==> src/rtl/irq_route_pkg.sv <==
package irq_route_pkg;
  parameter int ADDR_W   = 8;
  parameter int DATA_W   = 32;
  parameter int IDX_W    = 8;
  parameter int NUM_ENT  = 24;
  parameter int MASK_BIT = 16;

  parameter logic [ADDR_W-1:0] OFS_IDX = 8'h00;
  parameter logic [ADDR_W-1:0] OFS_WIN = 8'h10;

  parameter int IDX_ID   = 0;
  parameter int IDX_VER  = 1;
  parameter int TBL_BASE = 16;

  parameter logic [7:0] VER_CODE = 8'h11;

  typedef enum logic [2:0] {
    T_NONE,
    T_INDEX,
    T_ID,
    T_VER,
    T_TBL
  } tgt_e;
endpackage

==> src/rtl/irq_route_decode.sv <==
module irq_route_decode
  import irq_route_pkg::*;
#(
  parameter int N_ENT  = 24,
  parameter int ENT_AW = $clog2(N_ENT)
) (
  input  logic [ADDR_W-1:0] addr_i,
  input  logic [IDX_W-1:0]  idx_i,
  output tgt_e              tgt_o,
  output logic [ENT_AW-1:0] ent_o,
  output logic              hi_o
);
  localparam int TBL_END = TBL_BASE + 2 * N_ENT;

  logic [IDX_W-1:0] rel;
  logic             in_tbl;

  always_comb begin
    rel    = idx_i - IDX_W'(TBL_BASE);
    in_tbl = (int'(idx_i) >= TBL_BASE) && (int'(idx_i) < TBL_END);
    ent_o  = ENT_AW'(rel >> 1);
    hi_o   = rel[0];
    tgt_o  = T_NONE;
    if (addr_i == OFS_IDX) begin
      tgt_o = T_INDEX;
    end else if (addr_i == OFS_WIN) begin
      if (idx_i == IDX_W'(IDX_ID))       tgt_o = T_ID;
      else if (idx_i == IDX_W'(IDX_VER)) tgt_o = T_VER;
      else if (in_tbl)                   tgt_o = T_TBL;
    end
  end
endmodule

==> src/rtl/irq_route_entry.sv <==
module irq_route_entry #(
  parameter int                  HALF_W  = 32,
  parameter logic [2*HALF_W-1:0] RST_VAL = '0
) (
  input  logic                clk_i,
  input  logic                rst_ni,
  input  logic                wr_lo_i,
  input  logic                wr_hi_i,
  input  logic [HALF_W-1:0]   wdata_i,
  output logic [2*HALF_W-1:0] q_o
);
  always_ff @(posedge clk_i or negedge rst_ni) begin
    if (!rst_ni) begin
      q_o <= RST_VAL;
    end else begin
      if (wr_lo_i) q_o[HALF_W-1:0]        <= wdata_i;
      if (wr_hi_i) q_o[2*HALF_W-1:HALF_W] <= wdata_i;
    end
  end
endmodule

==> src/rtl/irq_route_rdmux.sv <==
module irq_route_rdmux
  import irq_route_pkg::*;
#(
  parameter int N_ENT  = 24,
  parameter int ENT_AW = $clog2(N_ENT),
  parameter int ENT_W  = 2 * DATA_W
) (
  input  logic                   clk_i,
  input  logic                   rst_ni,
  input  logic                   rd_i,
  input  tgt_e                   tgt_i,
  input  logic [ENT_AW-1:0]      ent_i,
  input  logic                   hi_i,
  input  logic [IDX_W-1:0]       idx_i,
  input  logic [7:0]             id_i,
  input  logic [N_ENT*ENT_W-1:0] ent_flat_i,
  output logic [DATA_W-1:0]      rdata_o
);
  localparam logic [DATA_W-1:0] VER_WORD =
    DATA_W'({8'h00, 8'(N_ENT - 1), 8'h00, VER_CODE});

  logic [ENT_W-1:0]  sel_ent;
  logic [DATA_W-1:0] rd_nxt;

  always_comb begin
    sel_ent = '0;
    for (int i = 0; i < N_ENT; i++) begin
      if (ent_i == ENT_AW'(i)) sel_ent = ent_flat_i[i*ENT_W +: ENT_W];
    end
  end

  always_comb begin
    unique case (tgt_i)
      T_INDEX: rd_nxt = DATA_W'(idx_i);
      T_ID:    rd_nxt = {id_i, {(DATA_W-8){1'b0}}};
      T_VER:   rd_nxt = VER_WORD;
      T_TBL:   rd_nxt = hi_i ? sel_ent[ENT_W-1:DATA_W] : sel_ent[DATA_W-1:0];
      default: rd_nxt = '0;
    endcase
  end

  always_ff @(posedge clk_i or negedge rst_ni) begin
    if (!rst_ni)   rdata_o <= '0;
    else if (rd_i) rdata_o <= rd_nxt;
  end
endmodule

==> src/rtl/irq_route_regs.sv <==
module irq_route_regs
  import irq_route_pkg::*;
#(
  parameter int N_ENT = NUM_ENT
) (
  input  logic                      clk_i,
  input  logic                      rst_ni,
  input  logic                      wr_i,
  input  logic                      rd_i,
  input  logic [ADDR_W-1:0]         addr_i,
  input  logic [DATA_W-1:0]         wdata_i,
  output logic [DATA_W-1:0]         rdata_o,
  output logic [N_ENT*2*DATA_W-1:0] entries_o,
  output logic                      tbl_wr_o
);
  localparam int ENT_W  = 2 * DATA_W;
  localparam int ENT_AW = $clog2(N_ENT);
  localparam logic [ENT_W-1:0] ENT_RST = ENT_W'(1) << MASK_BIT;

  logic [IDX_W-1:0]  idx_q;
  logic [7:0]        id_q;
  tgt_e              tgt;
  logic [ENT_AW-1:0] ent_sel;
  logic              hi_sel;
  logic              tbl_wr;

  irq_route_decode #(.N_ENT(N_ENT), .ENT_AW(ENT_AW)) u_dec (
    .addr_i (addr_i),
    .idx_i  (idx_q),
    .tgt_o  (tgt),
    .ent_o  (ent_sel),
    .hi_o   (hi_sel)
  );

  assign tbl_wr = wr_i && (tgt == T_TBL);

  always_ff @(posedge clk_i or negedge rst_ni) begin
    if (!rst_ni) begin
      idx_q    <= '0;
      id_q     <= '0;
      tbl_wr_o <= 1'b0;
    end else begin
      if (wr_i && tgt == T_INDEX) idx_q <= wdata_i[IDX_W-1:0];
      if (wr_i && tgt == T_ID)    id_q  <= wdata_i[DATA_W-1 -: 8];
      tbl_wr_o <= tbl_wr;
    end
  end

  for (genvar g = 0; g < N_ENT; g++) begin : g_ent
    logic hit;
    assign hit = tbl_wr && (ent_sel == ENT_AW'(g));
    irq_route_entry #(.HALF_W(DATA_W), .RST_VAL(ENT_RST)) u_ent (
      .clk_i   (clk_i),
      .rst_ni  (rst_ni),
      .wr_lo_i (hit && !hi_sel),
      .wr_hi_i (hit && hi_sel),
      .wdata_i (wdata_i),
      .q_o     (entries_o[g*ENT_W +: ENT_W])
    );
  end

  irq_route_rdmux #(.N_ENT(N_ENT), .ENT_AW(ENT_AW), .ENT_W(ENT_W)) u_rd (
    .clk_i      (clk_i),
    .rst_ni     (rst_ni),
    .rd_i       (rd_i),
    .tgt_i      (tgt),
    .ent_i      (ent_sel),
    .hi_i       (hi_sel),
    .idx_i      (idx_q),
    .id_i       (id_q),
    .ent_flat_i (entries_o),
    .rdata_o    (rdata_o)
  );
endmodule

==> config.mk <==
export PLATFORM = sky130hd
export DESIGN_NAME = irq_route_regs
export DESIGN_NICKNAME = d
export VERILOG_FILES = /design/src/rtl/irq_route_pkg.sv /design/src/rtl/irq_route_decode.sv /design/src/rtl/irq_route_entry.sv /design/src/rtl/irq_route_rdmux.sv /design/src/rtl/irq_route_regs.sv
export SDC_FILE = /design/constraint.sdc
export NUM_CORES = 2
export LEC_CHECK = 0
export ABC_AREA = 1
export BUFFER_PORTS_ARGS = -buffer_cell sky130_fd_sc_hd__buf_4
export CORE_AREA = 5 5 618 620
export CTS_BUF_LIST = sky130_fd_sc_hd__clkbuf_4
export DETAILED_ROUTE_END_ITERATION = 8
export DIE_AREA = 0 0 623 625
export PLACE_DENSITY_LB_ADDON = 0.12
export SLEW_MARGIN = 30
export SYNTH_ARGS = -nofsm -noshare
export SYNTH_HDL_FRONTEND = slang
export SYNTH_HIERARCHICAL = 1
export SYNTH_SLANG_ARGS = --single-unit
==> constraint.sdc <==
create_clock -name clk_i -period 3.07 [get_ports clk_i]
set_clock_uncertainty 0.05 [all_clocks]
set_input_delay 0.4605 -clock clk_i [delete_from_list [all_inputs] [get_ports clk_i]]
set_output_delay 0.4605 -clock clk_i [all_outputs]
set_load 0.03 [all_outputs]
# --- Word level (Yosys, flattened, before mapping) ---
# Cells that the tools add are included.
totals:
  reg_bits: 1585
  output_inout_bits: 1569
  elab_cells: 195
op_classes:
  addsub: 1
  order_cmp: 2
  eq_ne: 29
  n_mux: 31
  n_reduce_logical: 80
op_table:
  columns: ["cell", "n"]
  rows:
  - ["64-bit two-way mux", 24]
  - ["32-bit case mux with 4 select lines", 1]
  - ["1-bit logical AND", 76]
  - ["5-bit by 4-bit == test with 1-bit output, second input constant", 8]
  - ["5-bit == test, second input constant", 8]
  - ["32-bit two-way mux", 1]
  - ["5-bit by 3-bit == test with 1-bit output, second input constant", 4]
  - ["8-bit logical NOT", 2]
  - ["3-bit two-way mux", 5]
  - ["5-bit by 2-bit == test with 1-bit output, second input constant", 2]
  - ["8-bit by 1-bit == test with 1-bit output, second input constant", 1]
  - ["8-bit by 5-bit == test with 1-bit output, second input constant", 1]
  - ["8-bit by 5-bit greater-or-equal comparator with 1-bit output, second input constant", 1]
  - ["8-bit by 7-bit < comparator with 1-bit output, second input constant", 1]
  - ["3-bit by 2-bit == test with 1-bit output, second input constant", 2]
  - ["6-bit by 5-bit subtractor with 6-bit output, second input constant", 1]
  - ["5-bit by 1-bit == test with 1-bit output, second input constant", 1]
  - ["5-bit logical NOT", 1]
  - ["3-bit by 1-bit == test with 1-bit output, second input constant", 1]
  - ["3-bit == test, second input constant", 1]
  - ["1-bit logical NOT", 1]

# --- Longest topological paths before layout ---
depth:
  ltp_word: 28
  depth_mapped: 27
  depth_no_buf: 26

# --- Cells and area by module ---
# Netlist, hierarchy kept.
by_module_without_submodules:
  columns: ["module", "n_inst", "cells_per_inst", "area_each_um2"]
  rows:
  - ["irq_route_entry", 24, 272, 2536.2]
  - ["irq_route_rdmux", 1, 3246, 14476.4]
  - ["irq_route_regs", 1, 182, 1251.2]
  - ["irq_route_decode", 1, 42, 222.7]

# --- Worst setup path after synthesis ---
# No wires, ideal clock.
synth_timing:
  kind: "register -> register"
  start: "register idx_q[4]"
  end: "register u_rd.rdata_o[21]"
  t_arrival_ns: 2.888
  setup_slack_ns: 0.015
  path_stages_with_launch: 25
  path_buffers: 2
  cell_sequence: "dfrtp_1 inv_1 ha_1 inv_1 inv_2 nand2_1 nor2_2 buf_2 buf_4 nand2_1 nand2_1 a21oi_1 nand3_1 o22ai_1 nand4_1 nor2_1 nand4_1 nor2_1 nand4_1 nor2_1 nand4_1 nand2_1 nand3_1 nand2_1 nand2_1"
synth_via:
  elab_chain_len: 28
  word_cells_on_any_way: 65
  cone_classes: "add/sub (1); order compare (2); eq/ne (28); mux (31); reduce/logical (3)"
synth_rtl:
  columns: ["element", "line_no", "source"]
  rows:
  - ["start: declaration", "irq_route_regs.sv:20", "logic [IDX_W-1:0] idx_q;"]
  - ["start signal: assignment", "irq_route_regs.sv:43", "if (wr_i && tgt == T_INDEX) idx_q <= wdata_i[IDX_W-1:0];"]
  - ["6-bit by 5-bit subtractor with 6-bit output *", "irq_route_decode.sv:19", "rel = idx_i - IDX_W'(TBL_BASE);"]
  - ["via ent_sel[3]", "irq_route_regs.sv:23", "logic [ENT_AW-1:0] ent_sel;"]
  - ["5-bit logical NOT", "irq_route_rdmux.sv:28", "if (ent_i == ENT_AW'(i)) sel_ent = ent_flat_i[i*ENT_W +: ENT_W];"]
  - ["64-bit two-way mux (23 in series)", "irq_route_rdmux.sv:28", null]
  - ["64-bit two-way mux *", "irq_route_rdmux.sv:28", null]
  - ["32-bit two-way mux *", "irq_route_rdmux.sv:37", "T_TBL: rd_nxt = hi_i ? sel_ent[ENT_W-1:DATA_W] : sel_ent[DATA_W-1:0];"]
  - ["32-bit case mux with 4 select lines *", "irq_route_rdmux.sv:33", "unique case (tgt_i)"]
  - ["end signal: assignment", "irq_route_rdmux.sv:44", "else if (rd_i) rdata_o <= rd_nxt;"]
  - ["end: declaration", "irq_route_rdmux.sv:17", "output logic [DATA_W-1:0] rdata_o"]
# The timed path passes the listed nets; every way through them passes the cells marked *.
# A chain may end at the register's enable or synchronous reset.

# --- Worst setup path after layout ---
layout_timing:
  start: "register idx_q[5]"
  end: "register u_rd.rdata_o[28]"
# The elaborated chain is that of the path after synthesis.

==> impl_metrics.sql <==
INSERT INTO impl_metrics (metric_group, metric, value, unit) VALUES
('cells_and_area', 'layout-area-overhead-vs-synth', '51.02', '%'),
('setup_path', 'worst_path_slowest_cell', 'sky130_fd_sc_hd__dfrtp_1', ''),
('timing', 'worst-slew-pin-transition', '0.9770', 'ns'),
('timing', 'fmax_achieved', '216.6', 'MHz'),
('clocking', 'clkTransAtPathRegs', '0.06', 'ns'),
('run', 'drv_cap', '0', ''),
('timing', 'maxSlewHeadroom', '34.65', '%'),
('min_path', 'hold_path_class', 'in -> reg', ''),
('grt', 'first_global_vias', '84260', ''),
('routing', 'avgViaCountPerCell', '4.664', ''),
('placement', 'gp_routability_congestion', '0.9398', ''),
('clocking', 'insertion_delay', '1.59', 'ns'),
('logic_synthesis', 'postSynth.topFlopCell', 'sky130_fd_sc_hd__dfrtp_1', ''),
('cells_and_area', 'multiInputGateArea', '0.03358', 'mm²'),
('power', 'vdd_ir_drop_max', '0.3146', 'mV'),
('setup_path', 'timing.critical_path.to_type', 'flop', ''),
('logic_synthesis', 'synthDominantAreaCellType', 'sky130_fd_sc_hd__dfrtp_1', ''),
('setup_path', 'cp_common_cell', 'sky130_fd_sc_hd__buf_6', ''),
('status', 'run_status', 'finished, violations left', ''),
('logic_synthesis', 'async_reset_ff_share', '100.0', '%'),
('power', 'static-leakage-power', '64.00', 'nW'),
('routing', 'wire_per_inst', '34.54', 'µm'),
('logic_synthesis', 'synth_edf_count', '0', ''),
('logic_synthesis', 'synth-seq-cells', '1585', ''),
('routing', 'num_vias', '85890', ''),
('logic_synthesis', 'yosys-top-cells-count', 'sky130_fd_sc_hd__nand2_1, sky130_fd_sc_hd__dfrtp_1, sky130_fd_sc_hd__inv_1', ''),
('floorplan', 'initial_core_util', '20.49', '%'),
('cells_and_area', 'seqCellArea', '0.03974', 'mm²'),
('clocking', 'tritoncts.num_buffers', '525', ''),
('setup_path', 'r2r_slack', '-1.55', 'ns'),
('floorplan', 'dieArea', '0.3894', 'mm²'),
('routing', 'antenna_violating_nets_post_route', '0', ''),
('power', 'power-per-cell-area', '411.3', 'mW/mm²'),
('logic_synthesis', 'postSynthNetCount', '10050', ''),
('placement', 'post-dp-hpwl', '478100', 'µm'),
('routing', 'detail_route.first_pass.iterations', '6', ''),
('grt', 'antenna_found_initial', '44', ''),
('logic_synthesis', 'synth_sequential_area_ratio', '51.67', '%'),
('floorplan', 'fp.coreArea', '0.3750', 'mm²'),
('timing', 'rsz0062_at_grt', 'true', ''),
('placement', 'portBuffers', '1612', ''),
('routing', 'wl', '636200', 'µm'),
('clocking', 'ctsHtreeMaxLevel', '6', ''),
('cells_and_area', 'post_route_cells_drive_above_1_share', '36.86', '%'),
('grt', 'grt_first_pass_wirelength', '819800', 'µm'),
('placement', 'placement.cell_area', '0.1038', 'mm²'),
('power', 'tot_pwr', '47.72', 'mW'),
('setup_path', 'arrival_time_at_the_worst_endpoint', '5.96', 'ns'),
('timing', 'timing.final.ws_setup', '-1.546', 'ns'),
('floorplan', 'num_io_pins', '1613', ''),
('routing', 'first_iter_violations', '8982', ''),
('setup_path', 'slowest_delay', '0.36', 'ns'),
('clocking', 'cts_num_sinks', '1585', ''),
('logic_synthesis', 'syn_area', '0.07682', 'mm²'),
('clocking', 'clock_tree.buffer_depth', '4', ''),
('clocking', 'cts_tree', 'yes', ''),
('grt', 'grt_start_max_net_pins', '118', ''),
('timing', 'period_needed', '4.616', 'ns'),
('cells_and_area', 'finalNetCount', '13110', ''),
('routing', 'detail_route.drc_violations', '0', ''),
('timing', 'finalSetupViolations', '32', ''),
('setup_path', 'critical_path_class', 'reg -> reg', ''),
('floorplan', 'chipHeight', '625', 'µm'),
('clocking', 'clock_tree_root_driver_cell', 'sky130_fd_sc_hd__clkbuf_4', ''),
('logic_synthesis', 'synthesis.yosys.warnings', '6', ''),
('grt', 'grtUsageTotal', '31.23', '%'),
('logic_synthesis', 'netlist-cell-type-count', '37', ''),
('setup_path', 'timing.critical_path.required', '4.41', 'ns'),
('timing', 'final-max-slew-violation-count', '0', ''),
('status', 'violations', 'setup timing', ''),
('floorplan', 'floorplan.rows', '225', '');
-- worst paths after layout --
| kind | startpoint | endpoint | cells after the start |
|---|---|---|---|
| max | idx_q[5]$_DFFE_PN0P_ | u_rd/rdata_o[28]$_DFFE_PN0P_ | 30 |
| min | wdata_i[1] | g_ent[22].u_ent/q_o[33]$_DFFE_PN0P_ | 5 |
| max reg2reg | idx_q[5]$_DFFE_PN0P_ | u_rd/rdata_o[28]$_DFFE_PN0P_ | 30 |
| min reg2reg | g_ent[15].u_ent/q_o[16]$_DFFE_PN1P_ | g_ent[15].u_ent/q_o[16]$_DFFE_PN1P_ | 2 |
| max in group asynchronous | rst_ni | g_ent[12].u_ent/q_o[12]$_DFFE_PN0P_ | 7 |
| min in group asynchronous | rst_ni | g_ent[3].u_ent/q_o[27]$_DFFE_PN0P_ | 5 |
-- what timing repair did --
item / CTS / global route
gates resized for setup: 598 / 295
hold buffers: 108 / 0
endpoints found under the hold margin: 3170 / 0
buffers inserted: 33 / 30
pin swaps: 264 / 280
setup endpoints to repair: 70 / 1123
cloned: 4 / 9
-- per-layer routing --
layer / vias up / GRT usage [%] / part of all wire [%]
met5: - / 0 / 0.025
met4: 24 / 19.55 / 7.7
met3: 1191 / 6.630 / 7.4
met2: 4667 / 52.36 / 47
met1: 42990 / 36.37 / 38
li1: 37020 / - / -
-- placed cells by master, fill, tap and decap left out, drive strengths merged --
master,synthesis,routed
nand3b,6,6
o21ai,44,44
nand3,185,185
dfstp,24,24
diode,0,22
dfrtp,1561,1561
o22ai,10,10
nor3,30,30
clkinvlp,0,12
nor3b,1,1
buf,404,2970
bufinv,0,19
a31oi,5,5
nand4,246,246
or2,159,159
ha,3,3
o21bai,6,6
a21oi,126,126
clkbuf,124,756
nor2,364,365
inv,430,443
dlygate4sd3,0,81
bufbuf,0,1
nand2,6268,6269
clkinv,2,79
-- logic make-up after synthesis --
group                      Yosys count  share of synthesized area (%)
DFF                               1585                          51.67
adders and majority gates            3                        0.04887
AOI/OAI and AO/OA                  191                          1.327
and+or+nand+nor                   7259                          38.54
buffers and inverters              960                          8.413
-- power breakdown --
group / switching, mW / leakage [nW] / internal, mW
logic: 2.15 / 38.1 / 0.632
registers: 0.0126 / 22.0 / 20.9
clock network: 11.2 / 3.94 / 12.8
-- area by class of cell --
type                            instances  share of cell area (%)
Multi-Input combinational cell       7455                   28.94
Timing Repair Buffer                 3057                   23.76
Antenna cell                           22                 0.04745
Sequential cell                      1585                   34.25
Tap cell                             4994                   5.386
Clock buffer                          751                   4.860
Inverter                              432                   1.799
Timing Repair inverter                  3                 0.02912
Clock inverter                        118                  0.9264
-- through the flow --
| step | utilization (%) | std cells | hold slack (ns) | setup WS [ns] | setup TNS [ns] |
|---|---|---|---|---|---|
| 2_1_floorplan | - | 9998 | 0.1149 | 0.01505 | 0 |
| 3_3_place_gp | 27.69 | 17360 | 0.3471 | -2.232 | -54.59 |
| 3_5_place_dp | 27.69 | 17360 | 0.3438 | -2.207 | -53.85 |
| 4_1_cts | 30.54 | 18370 | 0.1140 | -1.454 | -295.07 |
| 5_1_grt | 30.93 | 18400 | 0.005448 | -1.552 | -43.84 |
| 6_report | 30.94 | 18420 | 0.1000 | -1.546 | -39.46 |
-- sequential cells by signal, indices dropped and copies added (netlist names) --
name,cells
idx_q,8
u_rd/rdata_o,32
g_ent.u_ent/q_o,1536
tbl_wr_o,1
id_q,8
-- critical path: cells and delay by family, from the launching register on --
family	cells	cell delay, ns
AO/OA/AOI/OAI	1	0.13
AND/OR/NAND/NOR	16	2.14
adder cells (fa/ha/maj)	1	0.27
flip-flops	1	0.36
buffers and inverters	12	1.50
Note: power is estimated with default switching activity, not from simulation.
